[config.mk]
export PLATFORM = sky130hd
export DESIGN_NAME = plm_load_node
export DESIGN_NICKNAME = d
export VERILOG_FILES = /design/src/rtl/plm_pkg.sv /design/src/rtl/plm_slot.sv /design/src/rtl/plm_ctrl.sv /design/src/rtl/plm_load_node.sv
export SDC_FILE = /design/constraint.sdc
export NUM_CORES = 1
export LEC_CHECK = 0
export BUFFER_PORTS_ARGS = -buffer_cell sky130_fd_sc_hd__buf_2
export CAP_MARGIN = 40
export CORE_AREA = 2 2 59 89
export DETAILED_ROUTE_END_ITERATION = 6
export DIE_AREA = 0 0 61 91
export PLACE_DENSITY = 0.76
export REMOVE_ABC_BUFFERS = 1
export SLEW_MARGIN = 10
export SYNTH_ARGS = -nofsm -noshare
export SYNTH_HDL_FRONTEND = slang
export SYNTH_SLANG_ARGS = --single-unit
[constraint.sdc]
create_clock -name clk -period 3 [get_ports clk]
set_clock_uncertainty 0.2 [all_clocks]
set_input_delay 0.6 -clock clk [delete_from_list [all_inputs] [get_ports clk]]
set_output_delay 0.6 -clock clk [all_outputs]
set_load 0.01 [all_outputs]
[src/rtl/plm_pkg.sv]
package plm_pkg;
  typedef enum logic [2:0] {
    ST_IDLE,
    ST_REQ,
    ST_WAIT,
    ST_OUT,
    ST_ACK
  } plm_state_e;
endpackage

[src/rtl/plm_slot.sv]
module plm_slot #(
  parameter int W = 32
) (
  input  logic         clk,
  input  logic         rst,
  input  logic         load,
  input  logic [W-1:0] load_data,
  input  logic         ready,
  output logic         valid,
  output logic [W-1:0] data
);
  always_ff @(posedge clk) begin
    if (rst) begin
      valid <= 1'b0;
      data  <= '0;
    end else if (load) begin
      valid <= 1'b1;
      data  <= load_data;
    end else if (valid && ready) begin
      valid <= 1'b0;
    end
  end

  // a stalled output keeps its word
  p_hold_stable_r8: assert property (@(posedge clk) disable iff (rst)
    valid && !ready |=> valid && $stable(data));
endmodule

[src/rtl/plm_ctrl.sv]
module plm_ctrl
  import plm_pkg::*;
#(
  parameter int ADDR_W = 10,
  parameter int DATA_W = 32
) (
  input  logic              clk,
  input  logic              rst,
  input  logic              all_valid,
  input  logic              pred,
  input  logic [ADDR_W-1:0] addr,
  input  logic              mem_gnt,
  input  logic [DATA_W-1:0] mem_rdata,
  input  logic              slots_empty,
  output logic              mem_req,
  output logic [ADDR_W-1:0] mem_addr,
  output logic              load,
  output logic [DATA_W-1:0] load_data,
  output logic              in_ready
);
  plm_state_e st;

  always_ff @(posedge clk) begin
    if (rst) begin
      st       <= ST_IDLE;
      mem_req  <= 1'b0;
      mem_addr <= '0;
      in_ready <= 1'b0;
    end else begin
      unique case (st)
        ST_IDLE: if (all_valid) begin
          if (pred) begin
            mem_req  <= 1'b1;
            mem_addr <= addr;
            st       <= ST_REQ;
          end else begin
            st <= ST_OUT;
          end
        end
        ST_REQ: if (mem_gnt) begin
          mem_req <= 1'b0;
          st      <= ST_WAIT;
        end
        ST_WAIT: st <= ST_OUT;
        ST_OUT: if (slots_empty) begin
          in_ready <= 1'b1;
          st       <= ST_ACK;
        end
        ST_ACK: begin
          in_ready <= 1'b0;
          st       <= ST_IDLE;
        end
        default: st <= ST_IDLE;
      endcase
    end
  end

  assign load      = (st == ST_IDLE && all_valid && !pred) || (st == ST_WAIT);
  assign load_data = (st == ST_WAIT) ? mem_rdata : '0;

  // a request only exists for a true guard
  p_req_needs_pred_r4: assert property (@(posedge clk) disable iff (rst)
    mem_req |-> pred);
  // a request only starts once every operand was present
  p_req_after_operands_r2: assert property (@(posedge clk) disable iff (rst)
    $rose(mem_req) |-> $past(all_valid));
  // an ungranted request is held with its address
  p_req_held_r9: assert property (@(posedge clk) disable iff (rst)
    mem_req && !mem_gnt |=> mem_req && $stable(mem_addr));
  // acknowledge only after both outputs drained
  p_ack_after_drain_r7: assert property (@(posedge clk) disable iff (rst)
    in_ready |-> slots_empty);
  // acknowledge lasts one cycle
  p_ack_pulse_r7: assert property (@(posedge clk) disable iff (rst)
    in_ready |=> !in_ready);
endmodule

[src/rtl/plm_load_node.sv]
module plm_load_node #(
  parameter int ADDR_W = 10,
  parameter int DATA_W = 32
) (
  input  logic              clk,
  input  logic              rst,
  input  logic              addr_valid_i,
  input  logic [ADDR_W-1:0] addr_i,
  output logic              addr_ready_o,
  input  logic              pred_valid_i,
  input  logic              pred_i,
  output logic              pred_ready_o,
  input  logic              tok_valid_i,
  output logic              tok_ready_o,
  output logic              data_valid_o,
  output logic [DATA_W-1:0] data_o,
  input  logic              data_ready_i,
  output logic              tokout_valid_o,
  input  logic              tokout_ready_i,
  output logic              mem_req_o,
  output logic [ADDR_W-1:0] mem_addr_o,
  input  logic              mem_gnt_i,
  input  logic [DATA_W-1:0] mem_rdata_i
);
  logic              all_valid;
  logic              slots_empty;
  logic              load;
  logic [DATA_W-1:0] load_data;
  logic              in_ready;
  logic              tok_q;

  assign all_valid   = addr_valid_i && pred_valid_i && tok_valid_i;
  assign slots_empty = !data_valid_o && !tokout_valid_o;

  plm_ctrl #(.ADDR_W(ADDR_W), .DATA_W(DATA_W)) ctrl_i (
    .clk        (clk),
    .rst        (rst),
    .all_valid  (all_valid),
    .pred       (pred_i),
    .addr       (addr_i),
    .mem_gnt    (mem_gnt_i),
    .mem_rdata  (mem_rdata_i),
    .slots_empty(slots_empty),
    .mem_req    (mem_req_o),
    .mem_addr   (mem_addr_o),
    .load       (load),
    .load_data  (load_data),
    .in_ready   (in_ready)
  );

  plm_slot #(.W(DATA_W)) data_slot_i (
    .clk      (clk),
    .rst      (rst),
    .load     (load),
    .load_data(load_data),
    .ready    (data_ready_i),
    .valid    (data_valid_o),
    .data     (data_o)
  );

  always_ff @(posedge clk) begin
    if (rst)                          tok_q <= 1'b0;
    else if (load)                    tok_q <= 1'b1;
    else if (tok_q && tokout_ready_i) tok_q <= 1'b0;
  end

  assign tokout_valid_o = tok_q;
  assign addr_ready_o   = in_ready;
  assign pred_ready_o   = in_ready;
  assign tok_ready_o    = in_ready;

  // token and result appear together
  p_token_with_data_r6: assert property (@(posedge clk) disable iff (rst)
    $rose(tokout_valid_o) |-> $rose(data_valid_o));
  // a stalled token stays
  p_token_held_r8: assert property (@(posedge clk) disable iff (rst)
    tokout_valid_o && !tokout_ready_i |=> tokout_valid_o);
  // no result without an incoming token being present
  p_out_needs_token_r2: assert property (@(posedge clk) disable iff (rst)
    $rose(data_valid_o) |-> tok_valid_i);
endmodule

==> Yosys cells after proc, flatten, opt, wreduce, memory -nomap -nowiden <==
Cells that the tools add are included.
{ "op_classes": {"n_reduce_logical": 20, "n_mux": 16, "eq_ne": 8} }
{ "op_table": {"columns": ["cell", "n"], "rows": [
  ["2-to-1 mux 32 bit", 1],
  ["one-hot mux 3 bit (4 select lines)", 1],
  ["2-to-1 mux 3 bit", 3],
  ["2-to-1 mux 1 bit", 8],
  ["nonzero test 2 bit", 4],
  ["logical AND 1 bit", 7],
  ["equality test 3 x 2 -> 1 bit, second input constant", 2],
  ["AND reduction 3 bit", 2],
  ["inequality test 2 x 1 -> 1 bit, second input constant", 2],
  ["inequality test 2 bit, second input constant", 2],
  ["one-hot mux 1 bit (2 select lines)", 2],
  ["AND reduction 4 bit", 1],
  ["equality test 3 x 1 -> 1 bit, second input constant", 1],
  ["equality test 3 bit, second input constant", 1],
  ["zero test 1 bit", 3],
  ["zero test 3 bit", 1],
  ["2-to-1 mux 2 bit", 1],
  ["AND reduction 2 bit", 1],
  ["logical OR 1 bit", 1]
]} }
{ "word_totals": {"input_bits": 51, "output_inout_bits": 48, "wordCells": 51, "regBits": 49} }

==> Depth between registers and ports, before layout <==
{ "logic_depth": {"word_depth": 6, "mapped_depth": 6, "ltp_nobuf": 3} }

==> Modules after synthesis <==
Synthesis repeated with hierarchy kept, for this count alone.
{ "hier_totals": {"hier_cells": 226, "hier_area_um2": 2208.4} }
{ "modules_own_cells": {"columns": ["mod", "instances", "area_each_um2", "seq_area_each_um2", "cells_per_inst"], "rows": [
  ["plm_slot", 1, 1204.9, 660.6, 108],
  ["plm_ctrl", 1, 939.7, 300.3, 110],
  ["plm_load_node", 1, 63.8, 20.0, 8]
]} }

==> Least setup slack after synthesis <==
OpenSTA, ideal clock, no wires.
{ "synth_path": {"path_kind": "in2reg", "from": "in pred_i", "to": "reg data_slot_i.data[0]", "n_path_buf": 1, "t_required_ps": 2668, "arrival_ps": 1225, "setup_time_ps": 132, "path_stages": 4, "path_slack_ps": 1443, "path_cell_list": "nand4b_1 > clkbuf_1 > nand3_1 > a21oi_1"} }
{ "synth_between": {"elab_chain_cells": 3} }
{ "synth_rtl": {"columns": ["item", "line_no", "rtl"], "rows": [
  ["from (decl)", "plm_load_node.sv:11", "input logic pred_i,"],
  ["zero test 1 bit", "plm_ctrl.sv:58", "assign load = (st == ST_IDLE && all_valid && !pred) || (st == ST_WAIT);"],
  ["logical AND 1 bit", "plm_ctrl.sv:58", null],
  ["logical OR 1 bit", "plm_ctrl.sv:58", null],
  ["to (signal assigned)", "plm_slot.sv:18", "data <= load_data;"],
  ["to (decl)", "plm_slot.sv:10", "output logic [W-1:0] data"]
]} }
Every way passes these cells.
A chain may end at the register's enable or synchronous reset.

==> Worst setup path after layout <==
{ "layout_path": {"from": "reg ctrl_i.st[0]", "to": "reg data_slot_i.data[31]"} }
{ "layout_between": {"elab_chain_cells": 4, "word_cells_on_any_way": 6, "classes_between": "eq/ne: 1; mux: 1; reduce/logical: 4"} }
{ "layout_rtl": {"columns": ["item", "line_no", "rtl"], "rows": [
  ["from (decl)", "plm_ctrl.sv:21", "plm_state_e st;"],
  ["from (signal assigned)", "plm_ctrl.sv:25", "st <= ST_IDLE;"],
  ["from (signal assigned)", "plm_ctrl.sv:35", "st <= ST_REQ;"],
  ["from (signal assigned)", "plm_ctrl.sv:37", "st <= ST_OUT;"],
  ["zero test 3 bit", "plm_ctrl.sv:58", null],
  ["logical AND 1 bit (2 in series)", "plm_ctrl.sv:58", null],
  ["logical OR 1 bit", "plm_ctrl.sv:58", null]
]} }
Several ways; a longest one is shown, not always the timed one.

==> run_results.csv <==
group,metric,value,unit
logic_synthesis,ys_top_cells_by_area,"dfxtp_1 (47%), a22oi_1 (11%), a21oi_1 (8.6%), nand3_1 (7.9%), nand2b_1 (7.2%)",
global_routing,first_global_vias,1928,
setup_path,critPathSlowestCell,"dfxtp_1",
logic_synthesis,ys_seq_area_frac,0.468,
setup_path,reg2reg_slack,1.09,ns
drt,drt-initial-drc-count,69,
pwr,power_leakage,1.15,nW
setup_path,cp_cell_sequence,"or2_1 > buf_4 > a22oi_1 > a21oi_1",
global_routing,grt_max_degree,50,
clock_network,post_cts_resize_count,0,
drt,vias_per_cell,5.29,
setup_path,cp.arrival,1.95,ns
drt,first_pass_iters,4,
sta,setup_viol,0,
run_status,outcome,"finished, final reports clean",
cells_and_area,finalNetCount,368,
flow_run,maxCapViolations,0,
clock_network,cts_tree,"done",
logic_synthesis,synth_top_family_by_area,"compound AO/OA/AOI/OAI gates",
setup_path,cp.required,3.04,ns
logic_synthesis,synth_xor_area_frac,0,
setup_path,cp-end-kind,"flop",
placed_design,dp_hpwl,3.77,mm
logic_synthesis,netlist_instances,229,
clock_network,cts.htree.levels,2,
pwr,p_total,1.49,mW
sta,maxSlewHeadroom,0.496,
setup_path,worstRegToRegCells,4,
clock_network,cts_root_buffer,"clkbuf_8",
cells_and_area,antennaDiodeCount,0,
sta,hold_viol,0,
logic_synthesis,yosysTopAreaCellShare,0.468,
floorplanning,core.rowCount,31,
pwr,power.density,550,nW/um2
setup_path,start_kind,"flop",
global_routing,grt_pass1_wl,8.56,mm
floorplanning,core,4770,um2
sta,fin_crit,1.91,ns
setup_path,endpoint,"data_slot_i.data[31]$_SDFFE_PP0P_",
logic_synthesis,yosys.area_share.simple,0.195,
global_routing,antenna_found_initial,0,
clock_network,cts-buffers-inserted,5,
logic_synthesis,synthMuxAreaShare,0.0478,
setup_path,r2r_end,"data_slot_i.data[31]$_SDFFE_PP0P_",
logic_synthesis,synth-seq-cells,49,
sta,setup-tns-final,0,ns
placed_design,place_congestion,0.798,
floorplanning,die_x,61,um
sta,tightest_slew,0.757,ns
global_routing,grt_usage,0.200,
sta,period_share,0.638,
drt,antenna_left,0,
setup_path,worst-path-max-fanout,21,
clock_network,clkSlewWorstSetupHoldPaths,0.10,ns
floorplanning,ios,99,
drt,vias,2031,
logic_synthesis,synth-compound-area-share,0.225,
logic_synthesis,yosys.area.top_type,"dfxtp_1",
placed_design,port_buffers,98,
logic_synthesis,syn_area,2090,um2
floorplanning,initial_core_util,0.439,
clock_network,ctsHoldBuffers,0,
setup_path,cpPeakStageDelay,0.50,ns
logic_synthesis,synth_area_per_cell,9.15,um2
drt,routed_wirelength,5.34,mm
cells_and_area,n_fill_cell,480,
drt,wl_per_cell,13.9,um
floorplanning,dieArea,5550,um2
cells_and_area,drive_gt1_frac,0.362,
sta,fmax,0.523,GHz
sta,final_max_slew_viol_count,0,
placed_design,postPlaceCellArea,2600,um2
clock_network,cts_sinks,49,
sta,rsz0062_at_grt,"no",
cells_and_area,final_core_util,0.568,
pwr,ir_drop,0.276,mV
global_routing,overflow,0,
logic_synthesis,synthAdderAreaFrac,0,
min_path,worst_hold_path_type,"reg2reg",
cells_and_area,syn_to_final_growth,29.4,%
cells_and_area,stdcell_area,2710,um2
logic_synthesis,ys.warnings.count,0,
setup_path,startpoint,"ctrl_i.st[0]$_SDFFE_PP0P_",
clock_network,cts_buffer_depth,2,
setup_path,critPathKind,"reg2reg",
clock_network,clkLatencyLatePin,0.31,ns
setup_path,r2r_start,"ctrl_i.st[0]$_SDFFE_PP0P_",
floorplanning,die_h,91,um
drt,drcViolationCount,0,
logic_synthesis,ys_types,28,
clock_network,cts_setup_buffers,0,
[stage by stage]
step / cells / hold WS, ns / worst slack (ns)
finish: 384 / 0.271 / 1.09
global route: 384 / 0.297 / 0.941
CTS: 384 / 0.272 / 1.09
detailed placement: 376 / 0.259 / 1.11
global placement: 376 / 0.255 / 1.15
floorplan: 205 / 0.287 / 0.858
[cells in the final DEF (no fill, tap or decap)]
cell type   n
buf_2      98
dfxtp_1    49
a21oi_1    36
nand3_1    33
a22oi_1    32
nand2b_1   24
mux2i_1    10
buf_4       7
clkbuf_8    5
or3_1       2
o31ai_1     2
nor3b_1     2
clkinv_1    1
nand4b_1    1
or2_1       1
nor3b_4     1
nor3_2      1
nand2_1     1
nor2_1      1
o211ai_1    1
nor4bb_1    1
nor3_1      1
and3_1      1
a2111oi_0   1
a21o_1      1
o21ai_0     1
o21bai_1    1
bufinv_16   1
inv_6       1
clkinv_2    1
[worst min-delay path by stage]
stage          slack, ns                       startpoint  depth (start not counted)                              end
3_3_place_gp        0.26  ctrl_i.mem_addr[3]$_SDFFE_PP0P_                          2  ctrl_i.mem_addr[3]$_SDFFE_PP0P_
3_5_place_dp        0.26      ctrl_i.mem_req$_SDFFE_PP0P_                          2      ctrl_i.mem_req$_SDFFE_PP0P_
5_1_grt             0.30      ctrl_i.mem_req$_SDFFE_PP0P_                          2      ctrl_i.mem_req$_SDFFE_PP0P_
6_report            0.27      ctrl_i.mem_req$_SDFFE_PP0P_                          2      ctrl_i.mem_req$_SDFFE_PP0P_
2_1_floorplan       0.29      ctrl_i.mem_req$_SDFFE_PP0P_                          2      ctrl_i.mem_req$_SDFFE_PP0P_
4_1_cts             0.27      ctrl_i.mem_req$_SDFFE_PP0P_                          2      ctrl_i.mem_req$_SDFFE_PP0P_
[power by group]
part           total [mW]  internal [mW]  switching (mW)
combinational       0.274          0.120           0.154
clock               0.476          0.250           0.227
sequential          0.739          0.698          0.0416
[sequential cells by signal, summed over array words and instances, names as in the netlist]
| signal | count |
|---|---|
| data_slot_i.data | 32 |
| tokout_valid_o | 1 |
| ctrl_i.mem_req | 1 |
| data_slot_i.valid | 1 |
| ctrl_i.in_ready | 1 |
| ctrl_i.st | 3 |
| ctrl_i.mem_addr | 10 |
[cell type report]
| class | instances | area [um2] | area share |
|---|---|---|---|
| inverter | 1 | 3.75 | 0.00139 |
| sequential | 49 | 981 | 0.362 |
| clock buffer | 5 | 68.8 | 0.0254 |
| tap | 66 | 82.6 | 0.0305 |
| clock inverter | 3 | 43.8 | 0.0162 |
| multi-input combinational | 155 | 987 | 0.364 |
| timing repair buffer | 105 | 543 | 0.200 |
[critical path, delay by kind of cell (launching register included)]
kind | cells | cell delay (ns)
flops | 1 | 0.50
compound gates | 2 | 0.29
buf+inv | 1 | 0.35
simple gates | 1 | 0.50
[cell usage after synthesis, drive strengths merged]
library cell	instances
dfxtp	49
a21oi	36
nand3	33
a22oi	32
nand2b	24
buf	12
clkbuf	12
mux2i	10
nor3b	3
nor3	2
o31ai	2
or3	2
a2111oi	1
a21o	1
and3	1
clkinv	1
nand2	1
nand4b	1
nor2	1
nor4bb	1
o211ai	1
o21ai	1
o21bai	1
or2	1
[cell families (layout without fill, tap and decap cells)]
family | Yosys count | count (layout)
AO/OA/AOI/OAI | 75 | 75
AND/OR/NAND/NOR | 70 | 70
flip-flops | 49 | 49
buffers and inverters | 25 | 114
multiplexers | 10 | 10
[routing by layer]
metal  routed length (um)  GRT usage  up-vias
met5                    0          0        -
met4                  130     0.0906        0
met2                 2890      0.334       66
met1                 2070      0.235      948
met3                  256     0.0427       10
li1                     -          -     1007
Power figures use the tool's default switching activity.
